===== src/rtl/acc_alu_pkg.sv =====
package acc_alu_pkg;
  localparam int unsigned DATA_W = 8;

  localparam int unsigned ST_C  = 0;
  localparam int unsigned ST_DC = 1;
  localparam int unsigned ST_Z  = 2;
  localparam int unsigned ST_OV = 3;
  localparam int unsigned ST_N  = 4;
  localparam int unsigned ST_W  = 5;

  typedef enum logic [3:0] {
    OP_ADD  = 4'd0,
    OP_ADDC = 4'd1,
    OP_SUB  = 4'd2,
    OP_SUBB = 4'd3,
    OP_SUBR = 4'd4,
    OP_AND  = 4'd5,
    OP_IOR  = 4'd6,
    OP_XOR  = 4'd7,
    OP_RLN  = 4'd8,
    OP_RRN  = 4'd9,
    OP_SWAP = 4'd10,
    OP_NEG  = 4'd11,
    OP_MUL  = 4'd12
  } op_e;
endpackage


===== src/rtl/acc_alu_adder.sv =====
module acc_alu_adder #(
  parameter int unsigned DW  = 8,
  parameter int unsigned NIB = 4
) (
  input  logic [DW-1:0] a_i,
  input  logic [DW-1:0] b_i,
  input  logic          ci_i,
  output logic [DW-1:0] sum_o,
  output logic          c_o,
  output logic          dc_o,
  output logic          ov_o
);
  logic [DW:0]  full;
  logic [NIB:0] low;

  assign full  = {1'b0, a_i} + {1'b0, b_i} + {{DW{1'b0}}, ci_i};
  assign low   = {1'b0, a_i[NIB-1:0]} + {1'b0, b_i[NIB-1:0]} + {{NIB{1'b0}}, ci_i};
  assign sum_o = full[DW-1:0];
  assign c_o   = full[DW];
  assign dc_o  = low[NIB];
  // signed overflow: like-signed inputs, result sign differs
  assign ov_o  = (a_i[DW-1] == b_i[DW-1]) && (full[DW-1] != a_i[DW-1]);
endmodule


===== src/rtl/acc_alu_bitop.sv =====
module acc_alu_bitop
  import acc_alu_pkg::*;
#(
  parameter int unsigned DW = 8
) (
  input  op_e           op_i,
  input  logic [DW-1:0] a_i,
  input  logic [DW-1:0] b_i,
  output logic [DW-1:0] res_o
);
  localparam int unsigned HALF = DW / 2;

  always_comb begin
    unique case (op_i)
      OP_AND:  res_o = a_i & b_i;
      OP_IOR:  res_o = a_i | b_i;
      OP_XOR:  res_o = a_i ^ b_i;
      OP_RLN:  res_o = {b_i[DW-2:0], b_i[DW-1]};
      OP_RRN:  res_o = {b_i[0], b_i[DW-1:1]};
      OP_SWAP: res_o = {b_i[HALF-1:0], b_i[DW-1:HALF]};
      default: res_o = '0;
    endcase
  end
endmodule


===== src/rtl/acc_alu_mul.sv =====
module acc_alu_mul #(
  parameter int unsigned DW = 8
) (
  input  logic [DW-1:0]   a_i,
  input  logic [DW-1:0]   b_i,
  output logic [2*DW-1:0] p_o
);
  assign p_o = {{DW{1'b0}}, a_i} * {{DW{1'b0}}, b_i};
endmodule


===== src/rtl/acc_alu.sv =====
module acc_alu
  import acc_alu_pkg::*;
#(
  parameter int unsigned DW = DATA_W
) (
  input  logic            clk_i,
  input  logic            rst_ni,
  input  logic            valid_i,
  input  logic [3:0]      op_i,
  input  logic            lit_i,
  input  logic            dest_i,
  input  logic [DW-1:0]   wreg_i,
  input  logic [DW-1:0]   opnd_i,
  output logic [DW-1:0]   result_o,
  output logic            wreg_we_o,
  output logic            file_we_o,
  output logic [ST_W-1:0] status_o,
  output logic [2*DW-1:0] prod_o
);
  localparam int unsigned NIB = DW / 2;
  localparam int unsigned PW  = 2 * DW;

  op_e             op;
  logic [DW-1:0]   add_a, add_b, add_s, bit_r;
  logic            add_ci, add_c, add_dc, add_ov;
  logic [PW-1:0]   mul_p, prod_q;
  logic            is_arith, is_nz, is_mul, has_res;
  logic [ST_W-1:0] st_q, st_d;

  assign op = op_e'(op_i);

  // operand steering: every subtract is x + ~y + carry-in
  always_comb begin
    add_a    = wreg_i;
    add_b    = opnd_i;
    add_ci   = 1'b0;
    is_arith = 1'b0;
    is_nz    = 1'b0;
    is_mul   = 1'b0;
    has_res  = 1'b1;
    unique case (op)
      OP_ADD:  is_arith = 1'b1;
      OP_ADDC: begin is_arith = 1'b1; add_ci = st_q[ST_C]; end
      OP_SUB:  begin is_arith = 1'b1; add_a = opnd_i; add_b = ~wreg_i; add_ci = 1'b1; end
      OP_SUBB: begin is_arith = 1'b1; add_a = opnd_i; add_b = ~wreg_i; add_ci = st_q[ST_C]; end
      OP_SUBR: begin is_arith = 1'b1; add_b = ~opnd_i; add_ci = st_q[ST_C]; end
      OP_NEG:  begin is_arith = 1'b1; add_a = '0; add_b = ~opnd_i; add_ci = 1'b1; end
      OP_AND, OP_IOR, OP_XOR, OP_RLN, OP_RRN: is_nz = 1'b1;
      OP_SWAP: ;
      OP_MUL:  begin is_mul = 1'b1; has_res = 1'b0; end
      default: has_res = 1'b0;
    endcase
  end

  acc_alu_adder #(.DW(DW), .NIB(NIB)) u_add (
    .a_i(add_a), .b_i(add_b), .ci_i(add_ci),
    .sum_o(add_s), .c_o(add_c), .dc_o(add_dc), .ov_o(add_ov)
  );

  acc_alu_bitop #(.DW(DW)) u_bit (
    .op_i(op), .a_i(wreg_i), .b_i(opnd_i), .res_o(bit_r)
  );

  acc_alu_mul #(.DW(DW)) u_mul (
    .a_i(wreg_i), .b_i(opnd_i), .p_o(mul_p)
  );

  assign result_o  = is_arith ? add_s : (has_res ? bit_r : '0);
  assign wreg_we_o = valid_i && has_res && (lit_i || !dest_i);
  assign file_we_o = valid_i && has_res && !lit_i && dest_i;

  always_comb begin
    st_d = st_q;
    if (valid_i && (is_arith || is_nz)) begin
      st_d[ST_N] = result_o[DW-1];
      st_d[ST_Z] = ~|result_o;
      if (is_arith) begin
        st_d[ST_C]  = add_c;
        st_d[ST_DC] = add_dc;
        st_d[ST_OV] = add_ov;
      end
    end
  end

  always_ff @(posedge clk_i or negedge rst_ni) begin
    if (!rst_ni) begin
      st_q   <= '0;
      prod_q <= '0;
    end else begin
      st_q <= st_d;
      if (valid_i && is_mul) prod_q <= mul_p;
    end
  end

  assign status_o = st_q;
  assign prod_o   = prod_q;

  a_r11_idle_hold: assert property (@(posedge clk_i) disable iff (!rst_ni)
    !valid_i |=> $stable(status_o) && $stable(prod_o));

  a_r10_single_we: assert property (@(posedge clk_i) disable iff (!rst_ni)
    $onehot0({wreg_we_o, file_we_o}));

  a_r10_lit_to_w: assert property (@(posedge clk_i) disable iff (!rst_ni)
    (valid_i && lit_i) |-> !file_we_o);

  a_r9_mul_no_flags: assert property (@(posedge clk_i) disable iff (!rst_ni)
    (valid_i && op == OP_MUL) |=> $stable(status_o));

  a_r9_mul_no_write: assert property (@(posedge clk_i) disable iff (!rst_ni)
    (valid_i && op == OP_MUL) |-> !wreg_we_o && !file_we_o);

  a_r7_rot_keep_c: assert property (@(posedge clk_i) disable iff (!rst_ni)
    (valid_i && (op == OP_RLN || op == OP_RRN)) |=> status_o[ST_C] == $past(status_o[ST_C]));

  a_r6_logic_keep: assert property (@(posedge clk_i) disable iff (!rst_ni)
    (valid_i && (op == OP_AND || op == OP_IOR || op == OP_XOR))
      |=> {status_o[ST_OV], status_o[ST_DC], status_o[ST_C]} ==
          $past({status_o[ST_OV], status_o[ST_DC], status_o[ST_C]}));

  a_r5_zero_flag: assert property (@(posedge clk_i) disable iff (!rst_ni)
    (valid_i && is_arith) |=> status_o[ST_Z] == ($past(result_o) == '0));
endmodule


===== config.mk =====
export PLATFORM = sky130hd
export DESIGN_NAME = acc_alu
export DESIGN_NICKNAME = d
export VERILOG_FILES = /design/src/rtl/acc_alu_pkg.sv /design/src/rtl/acc_alu_adder.sv /design/src/rtl/acc_alu_bitop.sv /design/src/rtl/acc_alu_mul.sv /design/src/rtl/acc_alu.sv
export SDC_FILE = /design/constraint.sdc
export NUM_CORES = 1
export LEC_CHECK = 0
export BUFFER_PORTS_ARGS = -buffer_cell sky130_fd_sc_hd__buf_2
export CAP_MARGIN = 20
export CORE_MARGIN = 2
export CORE_UTILIZATION = 65
export DETAILED_ROUTE_END_ITERATION = 6
export HOLD_SLACK_MARGIN = 0.08
export PLACE_DENSITY = 0.87
export SLEW_MARGIN = 20
export SYNTH_ARGS = -nofsm -noshare
export SYNTH_HDL_FRONTEND = slang
export SYNTH_SLANG_ARGS = --single-unit

===== constraint.sdc =====
create_clock -name clk_i -period 14.5 [get_ports clk_i]
set_input_delay 2.9 -clock clk_i [delete_from_list [all_inputs] [get_ports clk_i]]
set_output_delay 2.9 -clock clk_i [all_outputs]
set_load 0.01 [all_outputs]

==> out/metrics.yaml <==
place:
  place_inst: 631
  dp_hpwl_mm: 8.930
  place_congestion: 0.9819
  io_buffers: 55
sta:
  finClkSkew_ps: 0.6359
  relSlewSlack_pct: 49.09
  grt_setup_unrepaired: "false"
  fin_setup_tns_ps: 0
  finalHoldViolCount: 0
  clock.fmax_mhz: 105.9
  period_minus_slack_ps: 9446
  fin_crit_sh_pct: 65.14
  tightest_slew_ps: 762.1
  drv_slew: 0
  setup_viol: 0
cts:
  cts_buffers: 3
  cts_resized: 0
  cts.path.max_buffers: 2
  cts-hold-fix-buffers: 0
  post_cts_buffers: 0
  clock_sinks: 21
  cts_root_buf: "clkbuf_8"
  clock_latency_ps: 280
  clkTransAtPathRegs_ps: 100
  ctsHtreeMaxLevel: 1
  cts_tree: "done"
global_route:
  use_met2_pct: 55.83
  grt_max_degree: 41
  busiest_layer: "met2"
  met1_usage_pct: 45.52
  met3_usage_pct: 5.253
  grt_usage_pct: 33.54
  grt_pass1_vias: 4101
  grt.overflow.total: 0
  antenna_found_initial: 0
  grt_first_pass_wirelength_mm: 19.45
logic_synthesis:
  yosysTopAreaCell: "fa_1"
  synth_mux_area_share_pct: 2.091
  synth_ff_type: "dfrtp_1"
  synth_cell_types: 61
  synth_top_family_by_area: "adder cells"
  avgSynthCellArea_um2: 8.122
  yosys-top-cells-count: "inv_1 (71), ha_1 (59), nor2_1 (58)"
  syn_area_um2: 4248
  ys_seq_area_share_pct: 12.37
  synth-simple-area-share_pct: 16.82
  synth_most_common_cell: "inv_1"
  synth.net_count: 645
  ys.warnings.count: 0
  synthAdderAreaFrac_pct: 35.29
  syn_inst: 523
  synth_compound_area_share_pct: 20.50
  synth_top_area_share_pct: 17.91
  async_flop_share_pct: 100.0
  synth_edf_count: 0
  synth_xor_area_share_pct: 3.505
  ys_seq_elements: 21
  ys_top_cells_by_area: "fa_1 (18%), ha_1 (17%), dfrtp_1 (12%)"
critical_path:
  path_max_fanout: 40
  crit_chain: "buf_2 -> nand2_1 -> nor2_1 -> nor2_1 -> a21oi_1 -> a21oi_1 -> ha_1 -> nor2b_1 -> o31a_1 -> or4_1 -> a31o_2 -> xnor2_1 -> o21ai_0 -> buf_2"
  max_stage_delay_ps: 520
  path_class: "input port to output port"
  start_kind: "input port"
  crit_path_end_kind: "output port"
  arrival_ps: 6550
  crit_family: "simple AND/OR/NAND/NOR gates"
  crit_path_top_delay_cell: "buf_2"
  worstPathRequired_ps: 11600
  critPathBufInv: 2
finish:
  utilization_pct: 71.76
  fin_cells: 636
  finalNetCount: 682
  regArea_um2: 525.5
  diodes: 0
  syn_to_final_growth_pct: 7.275
  multiInputGateArea_um2: 3322
  fill_cells: 497
  drive_gt1_share_pct: 13.24
status:
  outcome: "complete, but fails checks"
  violations: "DRC"
job:
  max-cap-violations: 0
pwr:
  swShare_pct: 48.85
  power_frac_seq_pct: 19.0
  p_total_uw: 467.9
  comb_power_share_pct: 71.3
  pwr_density_cell_nw_per_um2: 102.7
  switchingPower_uw: 228.6
  power.leakage_nw: 2.369
  intPower_uw: 239.3
  clkPwrFrac_pct: 9.7
  max-vdd-ir-drop_v: 0.0001247
floorplan:
  die_area_um2: 7198
  io_pins: 56
  design.core.area_um2: 6350
  rows: 29
  die_h_um: 84.84
  initial_utilization_pct: 66.90
  die_w_um: 84.84
detailed_routing:
  detail-route-antenna-nets: 0
  wl_per_cell_um: 18.14
  drtIter0Drc: 424
  num_vias: 4016
  viasPerCell: 6.314
  remaining_drc_errors: 2
  first_pass_iters: 7
  wl_mm: 11.54
min_path:
  hold_class: "flop to flop"
-- sequential cells by signal (all words and copies together) (netlist names) --
register / cells
prod_o: 16
status_o: 5
-- final timing paths --
kind / slack (ps) / to / startpoint / depth (start not counted)
max: 5050 / result_o[7] / op_i[0] / 14
min: 480 / prod_o[5]$_DFFE_PN0P_ / prod_o[5]$_DFFE_PN0P_ / 2
max reg2reg: 10860 / status_o[2]$_DFFE_PN0P_ / status_o[0]$_DFFE_PN0P_ / 12
min reg2reg: 480 / prod_o[5]$_DFFE_PN0P_ / prod_o[5]$_DFFE_PN0P_ / 2
max in group asynchronous: 11530 / status_o[4]$_DFFE_PN0P_ / rst_ni / 1
min in group asynchronous: 2590 / prod_o[8]$_DFFE_PN0P_ / rst_ni / 1
-- area by class of cell --
class / instances / share of cell area [%]
multi-input combinational: 404 / 72.90
clock inverter: 1 / 0.1647
sequential: 21 / 11.53
clock buffer: 3 / 0.9061
inverter: 74 / 6.096
tap: 77 / 2.114
timing repair buffer: 56 / 6.288
-- tightest hold or removal path, delay by kind of cell, from the launching register on --
family	cells	cell delay (ps)
AO/OA/AOI/OAI	1	60
AND/OR/NAND/NOR	1	50
flip-flops	1	350
-- metal layers --
layer  share of wire [%]  routed length, µm
met1                  41               4757
met2                  47               5438
met3                 9.9               1137
met4                 1.8                202
met5                   0                  0
-- placed cells by master, fill, tap and decap left out, drive strengths merged, types with 4 or more instances in the layout --
cell / count
inv: 72
ha: 59
nor2: 58
buf: 56
nand2: 49
fa: 38
o21ai: 33
a21oi: 30
dfrtp: 21
a22oi: 10
xnor2: 10
a22o: 9
o22ai: 9
nor2b: 8
a21o: 7
xor2: 7
mux2: 7
a211oi: 6
a221oi: 5
o31ai: 5
o21a: 5
nor3b: 4
-- kinds of logic after synthesis --
group           count (synthesis)
simple gates                  150
fa+ha+maj                      97
xor+xnor                       17
compound gates                132
mux                             8
buf+inv                        98
flops                          21
-- power groups by stage --
stage | Combinational (mW) | Clock (mW) | Sequential, mW
after floorplan | 0.229 | 0 | 0.101
after global placement | 0.316 | 0 | 0.0891
after detailed placement | 0.328 | 0 | 0.0904
after CTS | 0.331 | 0.0460 | 0.0890
after global routing | 0.379 | 0.0475 | 0.0916
final | 0.334 | 0.0453 | 0.0888
-- per-stage QoR --
| stage | worst slack [ps] | hold WS, ps | area, µm² |
|---|---|---|---|
| after CTS | 5099 | 489.7 | 4546 |
| final | 5054 | 484.9 | 4557 |
| after floorplan | 5459 | 514.3 | 4248 |
| after global placement | 5222 | 455.5 | 4497 |
| after global routing | 4848 | 507.6 | 4557 |
| after detailed placement | 5098 | 466.6 | 4497 |
(Power assumes the default switching activity.)
